**config.mk**
```make
export PLATFORM = sky130hd
export DESIGN_NAME = tick_timer
export DESIGN_NICKNAME = d
export VERILOG_FILES = /design/src/rtl/tick_timer_pkg.sv /design/src/rtl/tick_timer_ctrl.sv /design/src/rtl/tick_timer_dpath.sv /design/src/rtl/tick_timer.sv
export SDC_FILE = /design/constraint.sdc
export NUM_CORES = 1
export LEC_CHECK = 0
export ABC_AREA = 1
export BUFFER_PORTS_ARGS = -buffer_cell sky130_fd_sc_hd__buf_2
export CAP_MARGIN = 0
export CORE_MARGIN = 3
export CORE_UTILIZATION = 39
export CTS_CLUSTER_DIAMETER = 200
export DETAILED_ROUTE_END_ITERATION = 7
export REMOVE_ABC_BUFFERS = 1
export SETUP_SLACK_MARGIN = 0.2
export SLEW_MARGIN = 40
export SYNTH_ARGS = -nofsm -noshare
export SYNTH_HDL_FRONTEND = slang
export SYNTH_SLANG_ARGS = --single-unit
export TNS_END_PERCENT = 5
```
**constraint.sdc**
```tcl
create_clock -name clk -period 2 [get_ports clk]
set_input_delay 0.1 -clock clk [delete_from_list [all_inputs] [get_ports clk]]
set_output_delay 0.1 -clock clk [all_outputs]
set_load 0.01 [all_outputs]
```
**src/rtl/tick_timer_pkg.sv**
```systemverilog
package tick_timer_pkg;
  // Strobes from the control into the datapath, one cycle's worth.
  typedef struct packed {
    logic load;    // take interval and flag from the write data
    logic dec;     // count down by one
    logic reload;  // copy the stored interval back into the count
  } tmr_strobe_t;
endpackage

```
**src/rtl/tick_timer_ctrl.sv**
```systemverilog
module tick_timer_ctrl
  import tick_timer_pkg::*;
(
  input  logic        clk,
  input  logic        rstN,
  input  logic        wrEn,
  input  logic        countIsOne,
  input  logic        countNonZero,
  input  logic        autoOn,
  output tmr_strobe_t strobe,
  output logic        fireQ
);
  logic expireNow;

  // A write wins over any count activity in the same cycle.
  always_comb begin
    expireNow     = !wrEn && countIsOne;
    strobe.load   = wrEn;
    strobe.reload = expireNow && autoOn;
    strobe.dec    = !wrEn && countNonZero && !strobe.reload;
  end

  // Registered expiry: high during the cycle in which the count has just reached zero.
  always_ff @(posedge clk) begin
    if (!rstN) fireQ <= 1'b0;
    else       fireQ <= expireNow;
  end
endmodule

```
**src/rtl/tick_timer_dpath.sv**
```systemverilog
module tick_timer_dpath
  import tick_timer_pkg::*;
#(
  parameter int DATA_W   = 32,
  parameter bit WATCHDOG = 1'b0
) (
  input  logic              clk,
  input  logic              rstN,
  input  tmr_strobe_t       strobe,
  input  logic [DATA_W-1:0] wrData,
  output logic [DATA_W-1:0] rdData,
  output logic              countIsOne,
  output logic              countNonZero,
  output logic              autoOn
);
  localparam int CNT_W = DATA_W - 1;

  logic [CNT_W-1:0] countQ;
  logic [CNT_W-1:0] intervalQ;
  logic             autoQ;
  logic             autoReq;

  // The watchdog build can never reload.
  assign autoReq = WATCHDOG ? 1'b0 : wrData[DATA_W-1];

  always_ff @(posedge clk) begin
    if (!rstN) begin
      countQ    <= '0;
      intervalQ <= '0;
      autoQ     <= 1'b0;
    end else begin
      if (strobe.load) begin
        countQ    <= wrData[CNT_W-1:0];
        intervalQ <= wrData[CNT_W-1:0];
        autoQ     <= autoReq;
      end else if (strobe.reload) begin
        countQ <= intervalQ;
      end else if (strobe.dec) begin
        countQ <= countQ - 1'b1;
      end
    end
  end

  assign countIsOne   = (countQ == CNT_W'(1));
  assign countNonZero = (countQ != '0);
  assign autoOn       = autoQ;
  assign rdData       = {autoQ, countQ};
endmodule

```
**src/rtl/tick_timer.sv**
```systemverilog
module tick_timer
  import tick_timer_pkg::*;
#(
  parameter int DATA_W   = 32,
  parameter bit WATCHDOG = 1'b0
) (
  input  logic              clk,
  input  logic              rstN,
  input  logic              wrEn,
  input  logic [DATA_W-1:0] wrData,
  output logic [DATA_W-1:0] rdData,
  output logic              irqPulse,
  output logic              rebootReq
);
  tmr_strobe_t strobe;
  logic        countIsOne;
  logic        countNonZero;
  logic        autoOn;
  logic        fireQ;

  tick_timer_ctrl uCtrl (
    .clk          (clk),
    .rstN         (rstN),
    .wrEn         (wrEn),
    .countIsOne   (countIsOne),
    .countNonZero (countNonZero),
    .autoOn       (autoOn),
    .strobe       (strobe),
    .fireQ        (fireQ)
  );

  tick_timer_dpath #(.DATA_W(DATA_W), .WATCHDOG(WATCHDOG)) uDpath (
    .clk          (clk),
    .rstN         (rstN),
    .strobe       (strobe),
    .wrData       (wrData),
    .rdData       (rdData),
    .countIsOne   (countIsOne),
    .countNonZero (countNonZero),
    .autoOn       (autoOn)
  );

  // The parameter steers the expiry event to one of the two outputs.
  generate
    if (WATCHDOG) begin : gWatchdog
      assign irqPulse  = 1'b0;
      assign rebootReq = fireQ;
    end else begin : gInterrupt
      assign irqPulse  = fireQ;
      assign rebootReq = 1'b0;
    end
  endgenerate
endmodule

```
; ---- Word-level counts from Yosys, hierarchy flattened
; Index checks and enable logic that the tools add are counted.
[classes]
n_eq_ne = 1
addsub = 1
reduce_logical = 8
muxes = 3
[op_table]
columns = operator, count
row1 = 31-bit two-way mux, 3
row2 = 31-bit by 1-bit == test with 1-bit output (second input constant), 1
row3 = 31-bit nonzero test, 1
row4 = 31-bit by 1-bit subtractor with 31-bit output (second input constant), 1
row5 = 1-bit logical AND, 4
row6 = 3-bit nonzero test, 1
row7 = 1-bit zero test, 2
[totals]
input_bits = 35
regBits = 64
word_cells = 17
output_inout_bits = 34

; ---- Logic depth before layout (Yosys ltp)
; Gate-level depths: netlist (run 1).
[logic_depth]
ltp_word = 8
ltp_mapped = 14
depth_no_buf = 14

; ---- Modules after synthesis
; Synthesis (run 1) repeated with hierarchy kept, for this count alone.
[hier_totals]
hier_cells = 544
area_unflattened_um2 = 3564.7
[modules_own_cells]
columns = mod, cells_each, instances, area_each_um2, seq_area_each_um2
row1 = tick_timer_dpath, 532, 1, 3487.1, 1261.2
row2 = tick_timer_ctrl, 10, 1, 66.3, 20.0
row3 = tick_timer, 2, 1, 11.3, 0.0

; ---- Worst setup path before layout (run 1)
; Ideal clock, no wire load.
[synth_timing]
path_type = reg-to-reg
startpoint = reg uDpath.countQ[1]
endpoint = reg uDpath.countQ[27]
path_buffers = 1
setup_ps = 112
synth_period_minus_slack_ps = 1696
t_required_ps = 1888
path_slack_ps = 304
stages_incl_launch_ff = 15
t_arrival_ps = 1584
cell_sequence = dfxtp_1 -> inv_1 -> ha_1 -> inv_1 -> nor2_1 -> nand2_1 -> nor2_1 -> nand2_2 -> nor2_8 -> nand2_4 -> nand2_2 -> buf_6 -> nand3_1 -> nor2_1 -> nor2_1
[synth_via]
elab_chain_cells = 6
elab_cells_between_ends = 12
cone_classes = add/sub (1) / eq/ne (1) / mux (3) / reduce/logical (7)
[synth_rtl]
columns = item, line
row1 = start: declaration, tick_timer_dpath.sv:18  ; logic [CNT_W-1:0] countQ;
row2 = start signal: assignment, tick_timer_dpath.sv:33  ; countQ <= wrData[CNT_W-1:0];
row3 = start signal: assignment, tick_timer_dpath.sv:37  ; countQ <= intervalQ;
row4 = start signal: assignment, tick_timer_dpath.sv:39  ; countQ <= countQ - 1'b1;
row5 = "parallel branches: the longest is 6 deep, another holds 31-bit by 1-bit subtractor with 31-bit output", --
; Parallel ways; which one is timed is not known. The select of a mux whose other input is x is not followed.
; A chain may end at the register's enable or synchronous reset.

; ---- Worst setup path in the final report (run 1)
[layout_timing]
startpoint = reg uDpath.countQ[4]
endpoint = reg uDpath.countQ[21]
; The elaborated chain is that of the path after synthesis.

==> results.py, run 1 <==
metrics = {
    "outcome": {
        "status": "completed",
    },
    "logic_synthesis": {
        "syn_inst": 538,
        "ys_ff_latch": 64,
        "avgSynthCellArea_um2": 6.53,
        "ys_warn_count": 0,
        "yosys.area.top_type": "dfxtp_1",
        "synth_top_area_share_pct": 36.5,
        "synth.cell_area_um2": 3510,
        "synth_cell_type_count": 30,
        "yosysSeqAreaShare_pct": 36.5,
        "synthTopCellsByArea": "dfxtp_1, nand2_1, nor2_1",
    },
    "drt": {
        "first_pass_iters": 5,
        "drt_iter0_markers": 174,
        "drc": 0,
        "vias_per_cell": 4.99,
        "wirelength_um": 10900,
        "dr_total_vias": 3716,
        "drt-wirelength-per-cell_um": 14.6,
        "drtAntennaViolNets": 0,
    },
    "worst_setup_path": {
        "crit_slowest_cell": "dfxtp_1",
        "path_cells": "nor2_2, nand2_1, nor2_2, nand2_2, nor2_8, nand2_8, nand2_1, buf_6, nor2_1, nor2_1, nor2_1",
        "r2r_slack_ns": 0.17,
        "crit_buf_inv": 1,
        "cp-end-kind": "flop",
        "crit_family": "simple AND/OR/NAND/NOR gates",
        "reg2reg_from": "uDpath.countQ[4]",
        "required_ns": 2.23,
        "cpPeakStageDelay_ns": 0.36,
        "critPathKind": "flop to flop",
        "critPathArrivalTime_ns": 2.06,
        "path_max_fanout": 11,
        "start_kind": "flop",
        "rr_worst_depth": 11,
        "cp.depth": 11,
        "r2r-end": "uDpath.countQ[21]",
        "path_common_cell": "nor2_1",
    },
    "cts": {
        "clock_sinks": 64,
        "clkSlewWorstSetupHoldPaths_ns": 0.07,
        "htree_levels": 3,
        "cts-root-buf": "clkbuf_8",
        "cts_tree": "built",
        "cts.path.max_buffers": 2,
        "cts_buffers": 9,
        "insertion_delay_ns": 0.34,
    },
    "die": {
        "fp.dieW_um": 101,
        "dieArea_um2": 10200,
        "ios": 69,
        "die_h_um": 101,
        "initial_utilization_pct": 41.5,
        "core_area_um2": 8460,
        "num_rows": 33,
    },
    "grt": {
        "antenna_found_initial": 0,
        "grtUsageTotal_pct": 22.0,
        "grt_pass1_wl_um": 17500,
        "gr-total-overflow": 0,
        "grt_start_max_net_pins": 34,
        "grt_pass1_vias": 3598,
    },
    "timing": {
        "holdWs_ns": 0.0259,
        "slew_headroom_pct": 66.4,
        "tns_ns": 0,
        "fin_crit_sh_pct": 91.6,
        "finClkSkew_ns": 0.00941,
        "rsz0062_at_grt": "true",
        "worst_slew_pin_slew_ns": 0.504,
        "min_period_ns": 1.83,
        "max_freq_mhz": 546,
        "setup_viol": 0,
        "hold_viol_final": 0,
        "slew_viol_final": 0,
    },
    "power_and_ir_drop": {
        "p_int_mw": 2.24,
        "p_sw_mw": 1.07,
        "p_leak_nw": 2.22,
        "power_density_nw_per_um2": 742,
        "ir_drop_mv": 0.343,
        "sw_frac_of_total_pct": 32.3,
        "p_seq_share_pct": 43.0,
        "power.share.clock_pct": 32.1,
        "combPwrFrac_pct": 25.0,
    },
    "worst_hold_path": {
        "hp-class": "input pin to flop",
        "hp-start": "wrData[26]",
        "whs_path_depth": 3,
        "worst_hold_path.endpoint": "uDpath.intervalQ[26]",
    },
    "place": {
        "place_congestion": 0.937,
        "dpl-instance-area_um2": 4080,
        "portBuffers": 67,
        "dp_hpwl_um": 7980,
    },
    "cells_and_area": {
        "design_area_um2": 4470,
        "areaGrowthSynthToFinish_pct": 27.2,
        "num-nets-final": 671,
        "drive_gt1_share_pct": 25.2,
        "antenna_cells": 0,
    },
    "flow_run": {
        "cap_violations": 0,
    },
}
[metal layers]
metal  wire length, um  track usage (%)  part of all wire [%]
met1              5100             29.8                    47
met2              4990             35.4                    46
met3               577             3.88                   5.3
met4               188             7.25                   1.7
met5                 0                0                     0
[cell usage after synthesis (all sizes together)]
cell type and count:
nand2 160, o21ai 15, nor3 4, xor2 9, a21boi 1, buf 11
conb 1, nor2 103, clkinv 1, o21bai 1, dfxtp 64, o21a 7
xnor2 3, clkbuf 10, a21oi 50, ha 2, nand3b 8, inv 40
a21o 1, nand3 41, nand4 6
[sequential cells by signal, summed over array words and instances (netlist names)]
signal            flops
uCtrl.fireQ           1
uDpath.autoOn         1
uDpath.intervalQ     31
uDpath.countQ        31
[power groups by stage]
stage / Combinational (mW) / Sequential [mW] / Clock (mW)
after floorplan: 0.472 / 1.47 / 0
after global placement: 0.782 / 1.45 / 0
after detailed placement: 0.790 / 1.45 / 0
after CTS: 0.803 / 1.42 / 1.09
after global routing: 0.932 / 1.43 / 1.17
final: 0.828 / 1.42 / 1.06
[worst max-delay path by stage]
stage                     startpoint  slack (ns)                 to
floorplan           uDpath.countQ[1]        0.04  uDpath.countQ[17]
CTS                 uDpath.countQ[0]        0.16   uDpath.countQ[0]
finish              uDpath.countQ[4]        0.17  uDpath.countQ[21]
detailed placement  uDpath.countQ[0]        0.09  uDpath.countQ[23]
global placement    uDpath.countQ[0]        0.11  uDpath.countQ[29]
global route        uDpath.countQ[1]        0.05   uDpath.countQ[4]
[cells in the final DEF, fill, tap and decap left out, drive strengths merged]
cell / instances
nand2: 161
xnor2: 3
clkbuf: 12
clkinv: 4
nand4: 6
clkinvlp: 1
dlygate4sd3: 1
o21bai: 1
inv: 39
a21o: 1
nor3: 4
xor2: 9
buf: 104
bufinv: 1
nand3b: 8
a21oi: 50
nand3: 41
a21boi: 1
conb: 1
o21a: 7
nor2: 103
dfxtp: 64
ha: 2
o21ai: 15
[cells by family (layout without fill, tap and decap cells)]
family | count (synthesis) | count (layout) | synth area share (%)
AOI/OAI and AO/OA | 75 | 75 | 12.2
xor gates and xnor gates | 12 | 12 | 2.99
buffers and inverters | 62 | 162 | 7.84
DFF | 64 | 64 | 36.5
and+or+nand+nor | 322 | 323 | 39.7
adders and majority gates | 2 | 2 | 0.713
other | 1 | 1 | 0.107
[through the flow]
stage	instances	power (mW)	util [%]	setup WS, ns
after floorplan	517	1.94	-	0.0384
after global placement	719	2.23	48.2	0.108
after detailed placement	719	2.24	48.2	0.0904
after CTS	738	3.31	51.2	0.162
after global routing	744	3.53	52.8	0.0473
final	744	3.31	52.8	0.167
[worst register-to-register path, delay by kind of cell, from the launching register on]
kind / cells / cell delay, ns
buffers and inverters: 1 / 0.17
DFF: 1 / 0.36
and+or+nand+nor: 10 / 1.19
[layout make-up]
type | count | area [um2]
multi-input combinational | 413 | 2070
sequential | 64 | 1280
clock inverter | 4 | 45.0
tap | 105 | 131
timing repair buffer | 105 | 644
inverter | 41 | 160
clock buffer | 12 | 135
fill | 875 | 4000
[repair_timing]
action                                  4_1_cts  5_1_grt
hold buffers                                  1        0
pin swaps                                     3        7
buffers inserted                              1        5
hold endpoints to repair                      1        0
gates cloned                                  1        1
resized for setup                            15       18
endpoints found under the setup margin       30       31
Power figures use the tool's default switching activity.
==> inputs of run 2 (changes only) <==
--- a/config.mk
+++ b/config.mk
@@ -5,7 +5,6 @@
 export SDC_FILE = /design/constraint.sdc
 export NUM_CORES = 1
 export LEC_CHECK = 0
-export ABC_AREA = 1
 export BUFFER_PORTS_ARGS = -buffer_cell sky130_fd_sc_hd__buf_2
 export CAP_MARGIN = 0
 export CORE_MARGIN = 3
@@ -17,5 +16,6 @@
 export SLEW_MARGIN = 40
 export SYNTH_ARGS = -nofsm -noshare
 export SYNTH_HDL_FRONTEND = slang
+export SYNTH_HIERARCHICAL = 1
 export SYNTH_SLANG_ARGS = --single-unit
 export TNS_END_PERCENT = 5
==> run 2 against run 1 <==
  * The run now ends with setup timing left
  * Non-clock buffer count up 54
  * Critical path depth is the same
  * Sequential power barely moved
  * Combinational power up 24%
  * Highest routed layer unchanged
==> results.py, run 2 <==
metrics = {
    "cts": {
        "insertion_delay_ns": 0.34,
        "cts_buffers": 9,
        "cts-root-buf": "clkbuf_8",
        "cts.path.max_buffers": 2,
        "clock_sinks": 64,
        "htree_levels": 3,
        "clkSlewWorstSetupHoldPaths_ns": 0.07,
        "cts_hold_buf": 0,
        "cts_tree": "built",
    },
    "cells_and_area": {
        "register_area_um2": 1280,
        "post-route-util_pct": 56.4,
        "layout_common_cells": "buf_4, buf_2, dfxtp_1",
        "reg.largest.list": "uDpath/countQ (31), uDpath/intervalQ (31)",
        "num-nets-final": 646,
        "fin_cells": 742,
        "fillCellCount": 911,
        "drive_gt1_share_pct": 35.1,
        "antenna_cells": 0,
        "multi_input_area_um2": 2490,
        "final_common_cell": "buf_4",
        "areaGrowthSynthToFinish_pct": 37.8,
    },
    "timing": {
        "holdWs_ns": 0.0190,
        "fin_crit_sh_pct": 148,
        "slew_viol_final": 0,
        "finClkSkew_ns": 0.00715,
        "min_period_ns": 2.96,
        "setup_viol": 31,
        "worst_slew_pin_slew_ns": 0.503,
        "hold_viol_final": 0,
        "max_freq_mhz": 338,
        "worst_slack_ns": -0.956,
        "rsz0062_at_grt": "true",
        "slew_headroom_pct": 66.3,
    },
    "logic_synthesis": {
        "synthAdderAreaFrac_pct": 0.649,
        "synth_cell_type_count": 68,
        "synth-compound-area-share_pct": 24.1,
        "ys_warn_count": 6,
        "ys_ff_latch": 64,
        "synth_simple_gate_area_share_pct": 28.5,
        "yosysSeqAreaShare_pct": 33.2,
        "synthXorXnorAreaFrac_pct": 1.14,
        "async_flop_share_pct": 0,
        "yosys.area.top_type": "dfxtp_1",
        "synth.cell_area_um2": 3850,
        "synth_top_area_share_pct": 33.2,
        "synth_edf_count": 0,
        "syn_inst": 475,
        "avgSynthCellArea_um2": 8.12,
        "synthTopCellsByCount": "dfxtp_1, nand2_1, nor2b_1",
        "synth.most_common_cell": "dfxtp_1",
        "synthMuxAreaShare_pct": 7.04,
        "synthFlopType": "dfxtp_1",
        "synth_top_family_by_area": "simple AND/OR/NAND/NOR gates",
        "synthTopCellsByArea": "dfxtp_1, mux2i_1, nor2b_1",
    },
    "worst_setup_path": {
        "critPathArrivalTime_ns": 3.23,
        "path_max_fanout": 7,
        "cp-end-kind": "flop",
        "required_ns": 2.28,
        "crit_slowest_cell": "or4_4",
        "start_kind": "flop",
        "path_cells": "or4_4, or3_4, or3_4, nor3_4, and3b_2, buf_4, buf_16, nor2b_1, buf_4, a311o_1, a21oi_1",
        "crit_buf_inv": 3,
        "cpPeakStageDelay_ns": 0.53,
        "crit_family": "simple AND/OR/NAND/NOR gates",
        "critPathKind": "flop to flop",
    },
    "place": {
        "place_ws_ns": -1.29,
        "place_congestion": 0.865,
        "dpl.cell_count": 719,
        "dp_hpwl_um": 8860,
        "portBuffers": 67,
    },
    "drt": {
        "drc": 0,
        "vias_per_cell": 5.59,
        "wirelength_um": 12400,
        "first_pass_iters": 5,
        "drtAntennaViolNets": 0,
        "drt_iter0_markers": 311,
        "drt-wirelength-per-cell_um": 16.8,
        "dr_total_vias": 4145,
    },
    "worst_hold_path": {
        "hp-class": "input pin to flop",
    },
    "die": {
        "die_h_um": 105,
        "dieArea_um2": 11100,
        "core_area_um2": 9420,
        "fp.dieW_um": 105,
        "initial_utilization_pct": 40.9,
        "num_rows": 35,
        "ios": 69,
    },
    "power_and_ir_drop": {
        "power_density_nw_per_um2": 681,
        "ir_drop_mv": 0.476,
        "p_leak_nw": 2.35,
    },
    "outcome": {
        "status": "finished, violations left",
        "failed_checks": "setup timing",
    },
    "grt": {
        "gr-total-overflow": 0,
        "grt_pass1_vias": 4154,
        "grt_pass1_wl_um": 20400,
        "grtUsageTotal_pct": 22.7,
        "grt_start_max_net_pins": 57,
        "antenna_found_initial": 0,
    },
    "flow_run": {
        "cap_violations": 0,
    },
}
-- run 2: cell count changes after synthesis, sizes merged, moves of 16 or more --
| cell | delta |
|---|---|
| a21oi | -25 |
| clkbuf | +16 |
| inv | -27 |
| mux2i | +26 |
| nand2 | -107 |
| nand3 | -31 |
| nor2 | -84 |
| nor2b | +32 |
-- run 2: cell type report --
type / count / share of cell area (%)
well taps: 129 / 3.04
clock inverters: 3 / 0.754
repair buffers: 159 / 21.0
clock buffers: 12 / 3.11
inverters: 14 / 0.989
multi-input cells: 361 / 47.0
flip-flops and latches: 64 / 24.1
-- run 2: path summary, 6_finish.rpt --
check / cells past startpoint / slack [ns] / from / to
worst max-delay path: 11 / -0.96 / uDpath/countQ[22] / uDpath/countQ[5]
worst min-delay path: 3 / 0.02 / wrData[4] / uDpath/countQ[4]
worst max register to register: 11 / -0.96 / uDpath/countQ[22] / uDpath/countQ[5]
worst min register to register: 2 / 0.47 / uDpath/intervalQ[25] / uDpath/intervalQ[25]
-- run 2: cells by family (layout without fill, tap and decap cells) --
family,after synthesis,after routing
AND/OR/NAND/NOR,199,199
AO/OA/AOI/OAI,127,127
flip-flops,64,64
buffers and inverters,50,188
multiplexers,27,27
XOR/XNOR,5,5
adder cells (fa/ha/maj),2,2
other,1,1
-- run 2: stage by stage --
stage	setup TNS, ns	power, mW	instance area [um2]
floorplan	-62.06	1.93	3710
global route	-30.12	3.80	5310
finish	-26.38	3.62	5310
CTS	-26.28	3.62	5260
global placement	-33.91	2.39	4860
detailed placement	-36.41	2.41	4860
-- run 2: worst register-to-register path, cell delays in order, from the launching register on --
cell     delay (ns)
dfxtp_1        0.31
or4_4          0.53
or3_4          0.34
or3_4          0.35
nor3_4         0.14
and3b_2        0.29
buf_4          0.16
buf_16         0.12
nor2b_1        0.06
buf_4          0.16
a311o_1        0.31
a21oi_1        0.14
-- run 2: repair_timing --
action	4_1_cts	5_1_grt
gates cloned	1	0
buffers inserted	7	0
gates resized for setup	30	14
setup endpoints to repair	32	32
pin swaps	15	6
-- run 2: layer usage --
layer | routed length [um] | GRT usage (%)
met5 | 0 | 0
met1 | 5670 | 29.6
met3 | 711 | 4.04
met2 | 5820 | 37.5
met4 | 250 | 8.34
-- run 2: power by group --
| part | total, mW | switching, mW | internal [mW] | leakage [nW] |
|---|---|---|---|---|
| Combinational | 1.03 | 0.544 | 0.481 | 1.71 |
| Sequential | 1.41 | 0.0515 | 1.36 | 0.527 |
| Clock | 1.18 | 0.514 | 0.667 | 0.108 |
